`src/rtl/msixv_pkg.sv`:
```
package msixv_pkg;

    localparam int ADDR_W = 64;
    localparam int DATA_W = 32;
    localparam int TC_W   = 3;
    localparam int VF_W   = 11;
    localparam int RID_W  = 16;

    typedef enum logic [2:0] {
        REJ_NONE,
        REJ_BAD_PF,
        REJ_DISABLED,
        REJ_MASKED,
        REJ_VF_RANGE
    } rej_e;

    typedef struct packed {
        logic [ADDR_W-1:0] addr;
        logic [DATA_W-1:0] data;
        logic [TC_W-1:0]   tc;
        logic [RID_W-1:0]  rid;
        logic              vf;
    } msix_desc_t;

    function automatic logic [RID_W-1:0] make_rid(
        input logic [RID_W-1:0] pf_rid,
        input logic             is_vf,
        input logic [RID_W-1:0] first_vf,
        input logic [VF_W-1:0]  vf_off
    );
        logic [RID_W-1:0] r;
        if (is_vf) r = pf_rid + first_vf + RID_W'(vf_off);
        else       r = pf_rid;
        return r;
    endfunction

endpackage

```
`src/rtl/msixv_edge.sv`:
```
module msixv_edge (
    input  logic clk,
    input  logic rst,
    input  logic req,
    output logic accept
);
    logic req_prev;

    always_ff @(posedge clk) begin
        if (rst) req_prev <= 1'b1;
        else     req_prev <= req;
    end

    assign accept = req && !req_prev && !rst;
endmodule

```
`src/rtl/msixv_fnsel.sv`:
```
module msixv_fnsel
    import msixv_pkg::*;
#(
    parameter int NUM_PF = 3,
    parameter int PF_W   = 2
) (
    input  logic [PF_W-1:0]         pf,
    input  logic [NUM_PF-1:0]       cfg_msix_en,
    input  logic [NUM_PF-1:0]       cfg_fn_mask,
    input  logic [NUM_PF*VF_W-1:0]  cfg_vf_count,
    input  logic [NUM_PF*RID_W-1:0] cfg_first_vf,
    output logic                    pf_ok,
    output logic                    sel_en,
    output logic                    sel_mask,
    output logic [VF_W-1:0]         sel_vf_cnt,
    output logic [RID_W-1:0]        sel_first
);
    logic [NUM_PF-1:0] hit;

    genvar g;
    generate
        for (g = 0; g < NUM_PF; g++) begin : g_hit
            assign hit[g] = (pf == PF_W'(g));
        end
    endgenerate

    always_comb begin
        pf_ok      = |hit;
        sel_en     = |(hit & cfg_msix_en);
        sel_mask   = |(hit & cfg_fn_mask);
        sel_vf_cnt = '0;
        sel_first  = '0;
        for (int i = 0; i < NUM_PF; i++) begin
            sel_vf_cnt = sel_vf_cnt | ({VF_W{hit[i]}}  & cfg_vf_count[i*VF_W +: VF_W]);
            sel_first  = sel_first  | ({RID_W{hit[i]}} & cfg_first_vf[i*RID_W +: RID_W]);
        end
    end
endmodule

```
`src/rtl/msixv_judge.sv`:
```
module msixv_judge
    import msixv_pkg::*;
(
    input  logic            pf_ok,
    input  logic            sel_en,
    input  logic            sel_mask,
    input  logic [VF_W-1:0] sel_vf_cnt,
    input  logic            vf_act,
    input  logic [VF_W-1:0] vf_off,
    output rej_e            verdict
);
    always_comb begin
        if (!pf_ok)                             verdict = REJ_BAD_PF;
        else if (!sel_en)                       verdict = REJ_DISABLED;
        else if (sel_mask)                      verdict = REJ_MASKED;
        else if (vf_act && vf_off >= sel_vf_cnt) verdict = REJ_VF_RANGE;
        else                                    verdict = REJ_NONE;
    end
endmodule

```
`src/rtl/msixv_top.sv`:
```
module msixv_top
    import msixv_pkg::*;
#(
    parameter int NUM_PF = 3,
    parameter int PF_W   = 2
) (
    input  logic                    clk,
    input  logic                    rst,
    input  logic                    req,
    input  logic [PF_W-1:0]         req_pf,
    input  logic                    req_vf_act,
    input  logic [VF_W-1:0]         req_vf_off,
    input  logic [ADDR_W-1:0]       req_addr,
    input  logic [DATA_W-1:0]       req_data,
    input  logic [TC_W-1:0]         req_tc,
    input  logic [NUM_PF-1:0]       cfg_msix_en,
    input  logic [NUM_PF-1:0]       cfg_fn_mask,
    input  logic [NUM_PF*VF_W-1:0]  cfg_vf_count,
    input  logic [NUM_PF*RID_W-1:0] cfg_first_vf,
    output logic                    ack,
    output logic                    ack_err,
    output logic                    dsc_valid,
    output logic [ADDR_W-1:0]       dsc_addr,
    output logic [DATA_W-1:0]       dsc_data,
    output logic [TC_W-1:0]         dsc_tc,
    output logic [RID_W-1:0]        dsc_rid,
    output logic                    dsc_vf
);
    logic             accept;
    logic             pf_ok;
    logic             sel_en;
    logic             sel_mask;
    logic [VF_W-1:0]  sel_vf_cnt;
    logic [RID_W-1:0] sel_first;
    rej_e             verdict;
    msix_desc_t       nxt_desc;
    msix_desc_t       desc_q;
    logic             ack_q;
    logic             err_q;
    logic             dv_q;

    msixv_edge u_edge (
        .clk    (clk),
        .rst    (rst),
        .req    (req),
        .accept (accept)
    );

    msixv_fnsel #(.NUM_PF(NUM_PF), .PF_W(PF_W)) u_fnsel (
        .pf           (req_pf),
        .cfg_msix_en  (cfg_msix_en),
        .cfg_fn_mask  (cfg_fn_mask),
        .cfg_vf_count (cfg_vf_count),
        .cfg_first_vf (cfg_first_vf),
        .pf_ok        (pf_ok),
        .sel_en       (sel_en),
        .sel_mask     (sel_mask),
        .sel_vf_cnt   (sel_vf_cnt),
        .sel_first    (sel_first)
    );

    msixv_judge u_judge (
        .pf_ok      (pf_ok),
        .sel_en     (sel_en),
        .sel_mask   (sel_mask),
        .sel_vf_cnt (sel_vf_cnt),
        .vf_act     (req_vf_act),
        .vf_off     (req_vf_off),
        .verdict    (verdict)
    );

    always_comb begin
        nxt_desc.addr = req_addr;
        nxt_desc.data = req_data;
        nxt_desc.tc   = req_tc;
        nxt_desc.vf   = req_vf_act;
        nxt_desc.rid  = make_rid(RID_W'(req_pf), req_vf_act, sel_first, req_vf_off);
    end

    always_ff @(posedge clk) begin
        if (rst) begin
            ack_q  <= 1'b0;
            err_q  <= 1'b0;
            dv_q   <= 1'b0;
            desc_q <= '0;
        end else begin
            ack_q <= accept;
            dv_q  <= accept && (verdict == REJ_NONE);
            if (accept) begin
                err_q <= (verdict != REJ_NONE);
            end
            if (accept && verdict == REJ_NONE) begin
                desc_q <= nxt_desc;
            end
        end
    end

    assign ack       = ack_q;
    assign ack_err   = ack_q && err_q;
    assign dsc_valid = dv_q;
    assign dsc_addr  = desc_q.addr;
    assign dsc_data  = desc_q.data;
    assign dsc_tc    = desc_q.tc;
    assign dsc_rid   = desc_q.rid;
    assign dsc_vf    = desc_q.vf;
endmodule

```
`config.mk`:
```
export PLATFORM = sky130hd
export DESIGN_NAME = msixv_top
export DESIGN_NICKNAME = d
export VERILOG_FILES = /design/src/rtl/msixv_pkg.sv /design/src/rtl/msixv_edge.sv /design/src/rtl/msixv_fnsel.sv /design/src/rtl/msixv_judge.sv /design/src/rtl/msixv_top.sv
export SDC_FILE = /design/constraint.sdc
export NUM_CORES = 1
export LEC_CHECK = 0
export CORE_AREA = 2 2 124 126
export CTS_CLUSTER_SIZE = 16
export DETAILED_ROUTE_END_ITERATION = 8
export DIE_AREA = 0 0 126 128
export DONT_BUFFER_PORTS = 1
export PLACE_DENSITY = 0.6
export SYNTH_ARGS = -nofsm -noshare
export SYNTH_HDL_FRONTEND = slang
export SYNTH_HIERARCHICAL = 1
export SYNTH_SLANG_ARGS = --single-unit
```
`constraint.sdc`:
```
create_clock -name clk -period 8.48 [get_ports clk]
set_input_delay 1.696 -clock clk [delete_from_list [all_inputs] [get_ports clk]]
set_output_delay 1.696 -clock clk [all_outputs]
set_load 0.1 [all_outputs]
```
==> results of run 1 <==
## through the flow
step / total power, uW / worst slack [ns] / util (%)
after floorplan: 737.7 / 4.188 / -
after global placement: 748.4 / 3.126 / 38.81
after detailed placement: 752.4 / 2.996 / 38.81
after CTS: 1472 / 3.416 / 42.86
after global routing: 1515 / 3.015 / 42.86
final: 1454 / 3.340 / 42.86
## state kept, by name, indices dropped and copies added, names as in the netlist
signal / cells
dsc_addr: 64
dsc_data: 32
dsc_rid: 16
dsc_tc: 3
ack: 1
dsc_valid: 1
dsc_vf: 1
err_q: 1
u_edge/req_prev: 1
## cell type report
class / instances / area [sq um] / area share (%)
Timing Repair Buffer: 1 / 7.507 / 0.1178
Multi-Input combinational cell: 513 / 3057 / 47.98
Inverter: 18 / 67.56 / 1.060
Tap cell: 188 / 235.2 / 3.692
Clock inverter: 15 / 176.4 / 2.769
Clock buffer: 17 / 425.4 / 6.677
Sequential cell: 120 / 2402 / 37.71
## per-layer routing
| layer | part of all wire [%] | wire length (um) |
|---|---|---|
| met5 | 0 | 0 |
| met4 | 2.5 | 391 |
| met3 | 11 | 1678 |
| met2 | 53 | 8242 |
| met1 | 34 | 5329 |
## worst max-delay path: stages
cell       delay (ns)
nor2b_4          0.61
o2bb2ai_2        0.15
inv_1            0.05
ha_1             0.33
a211oi_2         0.22
nand2_1          0.07
a41oi_1          0.17
o21ai_1          0.16
nor4b_4          0.22
buf_4            0.75
nor2_1           0.48
a22oi_1          0.30
nand2_1          0.07
## where the power goes
part	total [uW]	switching, uW	leakage, uW	internal (uW)
clock network	715	253	0.000289	462
registers	613	43.1	0.000968	570
logic	126	71.0	0.00104	55.3
## final timing paths
kind                            depth (start not counted)  slack (ns)                       end
worst max-delay path                                   13        3.34  dsc_rid[12]$_SDFFE_PP0P_
worst min-delay path                                    1        0.49        err_q$_SDFFE_PP0P_
worst max register to register                          6        5.69  dsc_rid[12]$_SDFFE_PP0P_
worst min register to register                          1        0.49        err_q$_SDFFE_PP0P_
## synthesized netlist by cell type (5+ instances only)
| master | n |
|---|---|
| a21oi_1 | 112 |
| nand2_1 | 227 |
| o2bb2ai_1 | 19 |
| o21ai_0 | 11 |
| nor2_1 | 6 |
| o21ai_1 | 10 |
| xnor2_1 | 5 |
| dfxtp_1 | 120 |
| xor2_1 | 7 |
| buf_6 | 5 |
| ha_1 | 31 |
| buf_2 | 22 |
| mux2i_1 | 31 |
| o2bb2ai_2 | 10 |
| clkbuf_1 | 17 |
| inv_1 | 18 |
## cell families (layout without fill, tap and decap cells)
family | Yosys count | count (layout)
AO/OA/AOI/OAI | 181 | 181
XOR/XNOR | 12 | 12
adder cells (fa/ha/maj) | 34 | 34
buffers and inverters | 63 | 51
flip-flops | 120 | 120
multiplexers | 31 | 31
AND/OR/NAND/NOR | 255 | 255
==> flow_metrics.tcl, run 1 <==
set metrics [dict create \
    outcome "completed" \
    antenna_cells 0 \
    synthMuxAreaShare_pct 5.384 \
    synth_fa_ha_area_share_pct 7.772 \
    postRouteAntennaNets 0 \
    ys_types 44 \
    grt_pass1_vias 4679 \
    synthArstFlopShare_pct 0 \
    dieWidth_um 126 \
    leakagePower_uw 0.002299 \
    power_density_nw_per_um2 228.3 \
    final_cell_area_sq_um 6371 \
    hold_viol 0 \
    tns_ns 0 \
    wl_mm 15.64 \
    rows 45 \
    tightest_slew_ns 1.070 \
    syn-num-nets 933 \
    vias_per_cell 5.459 \
    most-common-layout-cells "227 x nand2_1, 120 x dfxtp_1, 112 x a21oi_1, 31 x mux2i_1, 31 x ha_1" \
    cts_buffers 17 \
    finClkSkew_ns 0.005661 \
    syn_to_final_growth_pct 10.55 \
    whs_ns 0.4884 \
    ir_worst_vdd_mv 0.1288 \
    yosys.area_share.simple_pct 18.28 \
    dpl-instance-area_sq_um 5769 \
    synth_top_family_by_area "compound AO/OA/AOI/OAI gates" \
    grtUsageMet1_pct 17.86 \
    cp-end-kind "register" \
    die-area_sq_um 16130 \
    synth_flop_cell "dfxtp_1" \
    cts_hold_buf 0 \
    place_congestion 0.7944 \
    nNetsFinal 908 \
    fp.dieH_um 128 \
    critPathKind "primary input to register" \
    mostFrequentLayoutCell "nand2_1" \
    synth_xor_area_share_pct 1.824 \
    drive_gt1_share_pct 7.456 \
    clkLatencyLatePin_ns 0.40 \
    synth_warnings 6 \
    overflow 0 \
    clock-root-buffer "clkbuf_16" \
    ys_ff_latch 120 \
    arrival_ns 5.44 \
    grt_pass1_wl_mm 23.76 \
    slew_headroom_pct 28.65 \
    clkTransAtPathRegs_ns 0.06 \
    setup_viol 0 \
    syn_inst 696 \
    cp_max_fo 103 \
    wl_per_cell_um 17.94 \
    grt_max_degree 107 \
    antenna_found_initial 0 \
    fmax_mhz 194.6 \
    grt.total_usage_pct 18.70 \
    fin_crit_ns 5.140 \
    cts_max_level 4 \
    maxCapViolCount 0 \
    post_cts_buffers 0 \
    dr.pass1.iters 5 \
    core_sq_um 14860 \
    hpwl_mm 11.77 \
    period_share_pct 60.61 \
    critPathLaunch "req_pf[1]" \
    crit_required_ns 8.78 \
    hold_path_startpoint "err_q$_SDFFE_PP0P_" \
    nFillCells 1477 \
    place_inst 840 \
    cts_tree "done" \
    hp-class "register to register" \
    yosys-top-cells-area "dfxtp_1 42%, nand2_1 15%, a21oi_1 9.7%" \
    maxSlewViolCount 0 \
    crit_path_start_kind "primary input" \
    regToRegStartpoint "u_edge/req_prev$_SDFF_PP1_" \
    num_io_pins 322 \
    synth_compound_area_share_pct 19.63 \
    cts.repair.resized 0 \
    clockBufferDepth 2 \
    cts_sinks 120 \
    synth_area_leader_cell "dfxtp_1" \
    synth.top_cell.area_share_pct 41.68 \
    numPortBuffers 0 \
    ys_seq_area_share_pct 41.68 \
    synth_edf_count 0 \
    stdcell_count 872 \
    vias 4760 \
    grt_util_met2_pct 34.66 \
    drc 0 \
    drt_iter0_drc 243 \
    start_util_pct 38.77 \
    rsz0062_at_grt "no" \
    synth.cell_area_sq_um 5763 \
    top_usage_layer "met2" \
    grtUsageMet3_pct 8.514 \
    syn_area_per_cell_sq_um 8.280 \
]
(Power assumes the default switching activity.)
==> inputs of run 2 (changes only) <==
- clock period: 8.48 -> 4.9 ns (I/O delays scaled with it)
==> flow_metrics.tcl, run 2 (synthesis results as in run 1) <==
set metrics [dict create \
    outcome "completed" \
    start_util_pct 38.77 \
    numPortBuffers 0 \
    cts_buffers 17 \
    fin_util_pct 43.32 \
    hold_end "err_q$_SDFFE_PP0P_" \
    fin_crit_ns 3.681 \
    wl_mm 15.64 \
    regToRegStartpoint "u_edge/req_prev$_SDFF_PP1_" \
    cts_hold_buf 0 \
    nNetsFinal 913 \
    cp_max_fo 33 \
    drc 0 \
    mostFrequentLayoutCell "nand2_1" \
    post_cts_buffers 0 \
    vias 4755 \
    cp-end-kind "register" \
    core_sq_um 14860 \
    cts_tree "done" \
    hp-class "register to register" \
    total_power_uw 2584 \
    hold_viol 0 \
    crit_path_start_kind "primary input" \
    setup_viol 0 \
    clkTransAtPathRegs_ns 0.05 \
    ir_worst_vdd_mv 0.2361 \
    dieWidth_um 126 \
    drt_iter0_drc 175 \
    regArea_sq_um 2402 \
    syn_to_final_growth_pct 11.75 \
    clockBufferDepth 2 \
    place_congestion 0.8592 \
    postRouteAntennaNets 0 \
    tightest_slew_ns 1.055 \
    grt.total_usage_pct 18.43 \
    reg2reg_to "dsc_rid[12]$_SDFFE_PP0P_" \
    num_io_pins 322 \
    overflow 0 \
    cts.repair.resized 0 \
    drive_gt1_share_pct 7.837 \
    period_share_pct 75.12 \
    finClkSkew_ns 0.007004 \
    grt_max_degree 107 \
    die-area_sq_um 16130 \
    place_inst 845 \
    fp.dieH_um 128 \
    rsz0062_at_grt "no" \
    r2r_cells 7 \
    stdcell_count 878 \
    maxCapViolCount 0 \
    arrival_ns 4.03 \
    tns_ns 0 \
    crit_required_ns 5.25 \
    vias_per_cell 5.416 \
    most-common-layout-cells "227 x nand2_1, 120 x dfxtp_1, 112 x a21oi_1, 31 x mux2i_1, 31 x ha_1" \
    dr.pass1.iters 5 \
    final_cell_area_sq_um 6440 \
    leakagePower_uw 0.002333 \
    r2r_setup_slack_ns 2.73 \
    dpl-instance-area_sq_um 5807 \
    wl_per_cell_um 17.81 \
    hold_depth 1 \
    clock-root-buffer "clkbuf_16" \
    maxSlewViolCount 0 \
    grt_pass1_wl_mm 23.29 \
    slew_headroom_pct 29.56 \
    power_density_nw_per_um2 401.3 \
    nFillCells 1514 \
    grt_pass1_vias 4590 \
    critPathKind "primary input to register" \
    cts_sinks 120 \
    clkLatencyLatePin_ns 0.41 \
    fmax_mhz 271.7 \
    hold_path_startpoint "err_q$_SDFFE_PP0P_" \
    rows 45 \
    largest_reg_flops 64 \
    antenna_found_initial 1 \
    cts_max_level 4 \
    hpwl_mm 12.18 \
    multiInputGateArea_sq_um 3057 \
]
[run 2: cell count changes in the layout (fill, tap and decap cells not counted), sizes merged]
| cell | change |
|---|---|
| buf | +5 |
| bufinv | +1 |
| clkbuf | +4 |
| clkinv | -4 |
| diode | +1 |
| inv | -1 |
[run 2: area by class of cell]
| cell class | count | area share [%] |
|---|---|---|
| multi-input combinational | 513 | 47.46 |
| sequential | 120 | 37.30 |
| clock buffer | 21 | 7.150 |
| tap | 188 | 3.653 |
| clock inverter | 11 | 2.642 |
| inverter | 18 | 1.049 |
| timing repair buffer | 6 | 0.6994 |
| antenna | 1 | 0.03886 |
[run 2: through the flow]
stage               setup slack, ns  hold slack [ns]
floorplan                     1.324           0.4325
global placement             0.8784           0.4581
detailed placement           0.7962           0.4685
CTS                           1.219           0.4814
global route                 0.9337           0.5307
finish                        1.219           0.4730
[run 2: power by group]
part / switching (uW) / internal [uW] / leakage (uW)
Clock: 427 / 878 / 0.000300
Sequential: 74.6 / 987 / 0.000968
Combinational: 122 / 96.6 / 0.00107
[run 2: critical path, stage by stage]
cell and delay, ns:
nor2b_4 0.34, buf_4 0.31, o2bb2ai_1 0.13, inv_1 0.06, ha_1 0.32, a21oi_1 0.14
o21ai_0 0.10, nand2_1 0.07, o21ai_1 0.12, or4b_4 0.70, nor2_4 0.17, nand2_2 0.19
nor2_1 0.19, a22oi_1 0.08, nand2_1 0.11
[run 2: how the worst max path moves through the flow]
stage | from | to | slack (ns) | depth (start not counted)
2_1_floorplan | req_pf[0] | dsc_addr[56]$_SDFFE_PP0P_ | 1.32 | 16
3_3_place_gp | req_pf[1] | dsc_rid[12]$_SDFFE_PP0P_ | 0.88 | 15
3_5_place_dp | req_pf[1] | dsc_rid[12]$_SDFFE_PP0P_ | 0.80 | 15
4_1_cts | req_pf[1] | dsc_rid[12]$_SDFFE_PP0P_ | 1.22 | 15
5_1_grt | req_pf[1] | dsc_rid[12]$_SDFFE_PP0P_ | 0.93 | 15
6_report | req_pf[1] | dsc_rid[12]$_SDFFE_PP0P_ | 1.22 | 15
[run 2: layer usage]
layer  wire (um)  up-vias  GRT usage [%]
met5           0        -              0
met4         392        0          7.498
met3        1649       32          8.389
met2        8190      228          33.97
met1        5408     2176          17.85
li1            -     2319              -
==> inputs of run 3 (changes only) <==
- PLACE_DENSITY: 0.6 -> 0.62
- clock period: 4.9 -> 3.31 ns (I/O delays scaled with it)
==> flow_metrics.tcl, run 3 (synthesis results as in run 1) <==
set metrics [dict create \
    outcome "completed" \
    cp_common_cell "buf_4" \
    drc 0 \
    arrival_ns 3.27 \
    maxSlewViolCount 0 \
    fin_crit_ns 2.938 \
    dr.pass1.iters 4 \
    slew_headroom_pct 28.48 \
    dieWidth_um 126 \
    crit_slowest_cell "ha_1" \
    num_io_pins 322 \
    critPathKind "primary input to register" \
    maxCapViolCount 0 \
    leakagePower_uw 0.002432 \
    cts_sinks 120 \
    die-area_sq_um 16130 \
    cp_max_fo 74 \
    path_cells "nor2b_4, buf_4, o2bb2ai_2, inv_1, ha_1, a211oi_2, nand2_1, a41oi_1, o21ai_1, buf_4, nor4b_4, buf_4, buf_12, nand2_1, a21oi_1" \
    total_power_uw 4017 \
    antenna_cells 0 \
    wl_per_cell_um 17.97 \
    fp.dieH_um 128 \
    start_util_pct 38.77 \
    hold_viol 0 \
    clock-root-buffer "clkbuf_16" \
    fin_ws_ns 0.3716 \
    vias 4797 \
    cts_buffers 17 \
    wl_mm 15.95 \
    drt_iter0_drc 210 \
    hp-class "primary input to register" \
    nNetsFinal 924 \
    overflow 0 \
    setup_viol 0 \
    crit_path_start_kind "primary input" \
    most-common-layout-cells "227 x nand2_1, 120 x dfxtp_1, 112 x a21oi_1, 31 x mux2i_1, 31 x ha_1" \
    clockBufferDepth 2 \
    dpl-instance-area_sq_um 5914 \
    cp-end-kind "register" \
    grt_max_degree 107 \
    tns_ns 0 \
    mostFrequentLayoutCell "nand2_1" \
    core_sq_um 14860 \
    grt_pass1_vias 4784 \
    slowest_delay_ns 0.33 \
    final_cell_area_sq_um 6599 \
    rsz0062_at_grt "no" \
    largest_reg_flops 64 \
    crit_required_ns 3.64 \
    ir_worst_vdd_mv 0.3428 \
    place_congestion 0.8626 \
    period_share_pct 88.77 \
    clkLatencyLatePin_ns 0.40 \
    fmax_mhz 340.3 \
    cts_hold_buf 0 \
    power_density_nw_per_um2 608.7 \
    rows 45 \
    cts_tree "done" \
    clkTransAtPathRegs_ns 0.06 \
    grt.total_usage_pct 19.14 \
    hpwl_mm 12.59 \
    tightest_slew_ns 1.071 \
    cts_max_level 4 \
    cts.repair.resized 0 \
    finClkSkew_ns 0.009334 \
    place_ws_ns -0.05316 \
    grt_pass1_wl_mm 24.46 \
    drive_gt1_share_pct 9.429 \
    vias_per_cell 5.402 \
    numPortBuffers 0 \
    antenna_found_initial 1 \
    post_cts_buffers 0 \
    postRouteAntennaNets 0 \
    syn_to_final_growth_pct 14.50 \
]
run 3: changes by cell type in the layout (fill, tap and decap cells not counted):
cell / before / now
inv_6: 1 / 2
clkbuf_8: 2 / 1
clkinvlp_4: 3 / 0
clkinv_4: 1 / 5
bufinv_16: 4 / 6
buf_12: 0 / 2
clkbuf_1: 2 / 1
clkinv_2: 2 / 0
diode_2: 1 / 0
buf_4: 6 / 15
run 3: where the power goes:
| group | total (uW) | switching (uW) | internal (uW) |
|---|---|---|---|
| logic | 334 | 182 | 152 |
| clock network | 2110 | 670 | 1440 |
| registers | 1570 | 109 | 1460 |
| total | 4020 | 961 | 3060 |
run 3: final timing paths:
kind / from / end / slack [ns] / cells past startpoint
setup / recovery: req_pf[1] / dsc_addr[1]$_SDFFE_PP0P_ / 0.37 / 15
hold / removal: rst / dsc_addr[58]$_SDFFE_PP0P_ / 0.34 / 1
setup reg to reg: u_edge/req_prev$_SDFF_PP1_ / dsc_addr[25]$_SDFFE_PP0P_ / 1.44 / 5
hold reg to reg: err_q$_SDFFE_PP0P_ / err_q$_SDFFE_PP0P_ / 0.48 / 1
run 3: through the flow:
| step | std cells | hold slack (ns) | util, % |
|---|---|---|---|
| final | 888 | 0.3365 | 44.39 |
| after global routing | 888 | 0.3001 | 44.39 |
| after CTS | 888 | 0.3047 | 44.39 |
| after detailed placement | 856 | 0.4707 | 39.79 |
| after global placement | 856 | 0.4710 | 39.79 |
| after floorplan | 696 | 0.4325 | - |
run 3: critical path, delay by kind of cell:
family	cells	cell delay, ns
AOI/OAI and AO/OA	5	0.80
adders and majority gates	1	0.33
buffers and inverters	5	0.86
and+or+nand+nor	4	0.56
run 3: final cells by class:
type | count | area, sq um
Clock inverter | 13 | 241.5
Sequential cell | 120 | 2402
Tap cell | 188 | 235.2
Timing Repair Buffer | 17 | 152.6
Clock buffer | 19 | 442.9
Multi-Input combinational cell | 513 | 3057
Fill cell | 1432 | 8265
Inverter | 18 | 67.56
run 3: metal layers:
metal	up-vias	share of wire, %	routed length, um	GRT usage (%)
met1	2174	34	5368	17.94
met4	2	3.0	476	7.434
met3	29	11	1800	9.391
met2	243	52	8296	35.67
met5	-	0.063	10	0
li1	2349	-	-	-
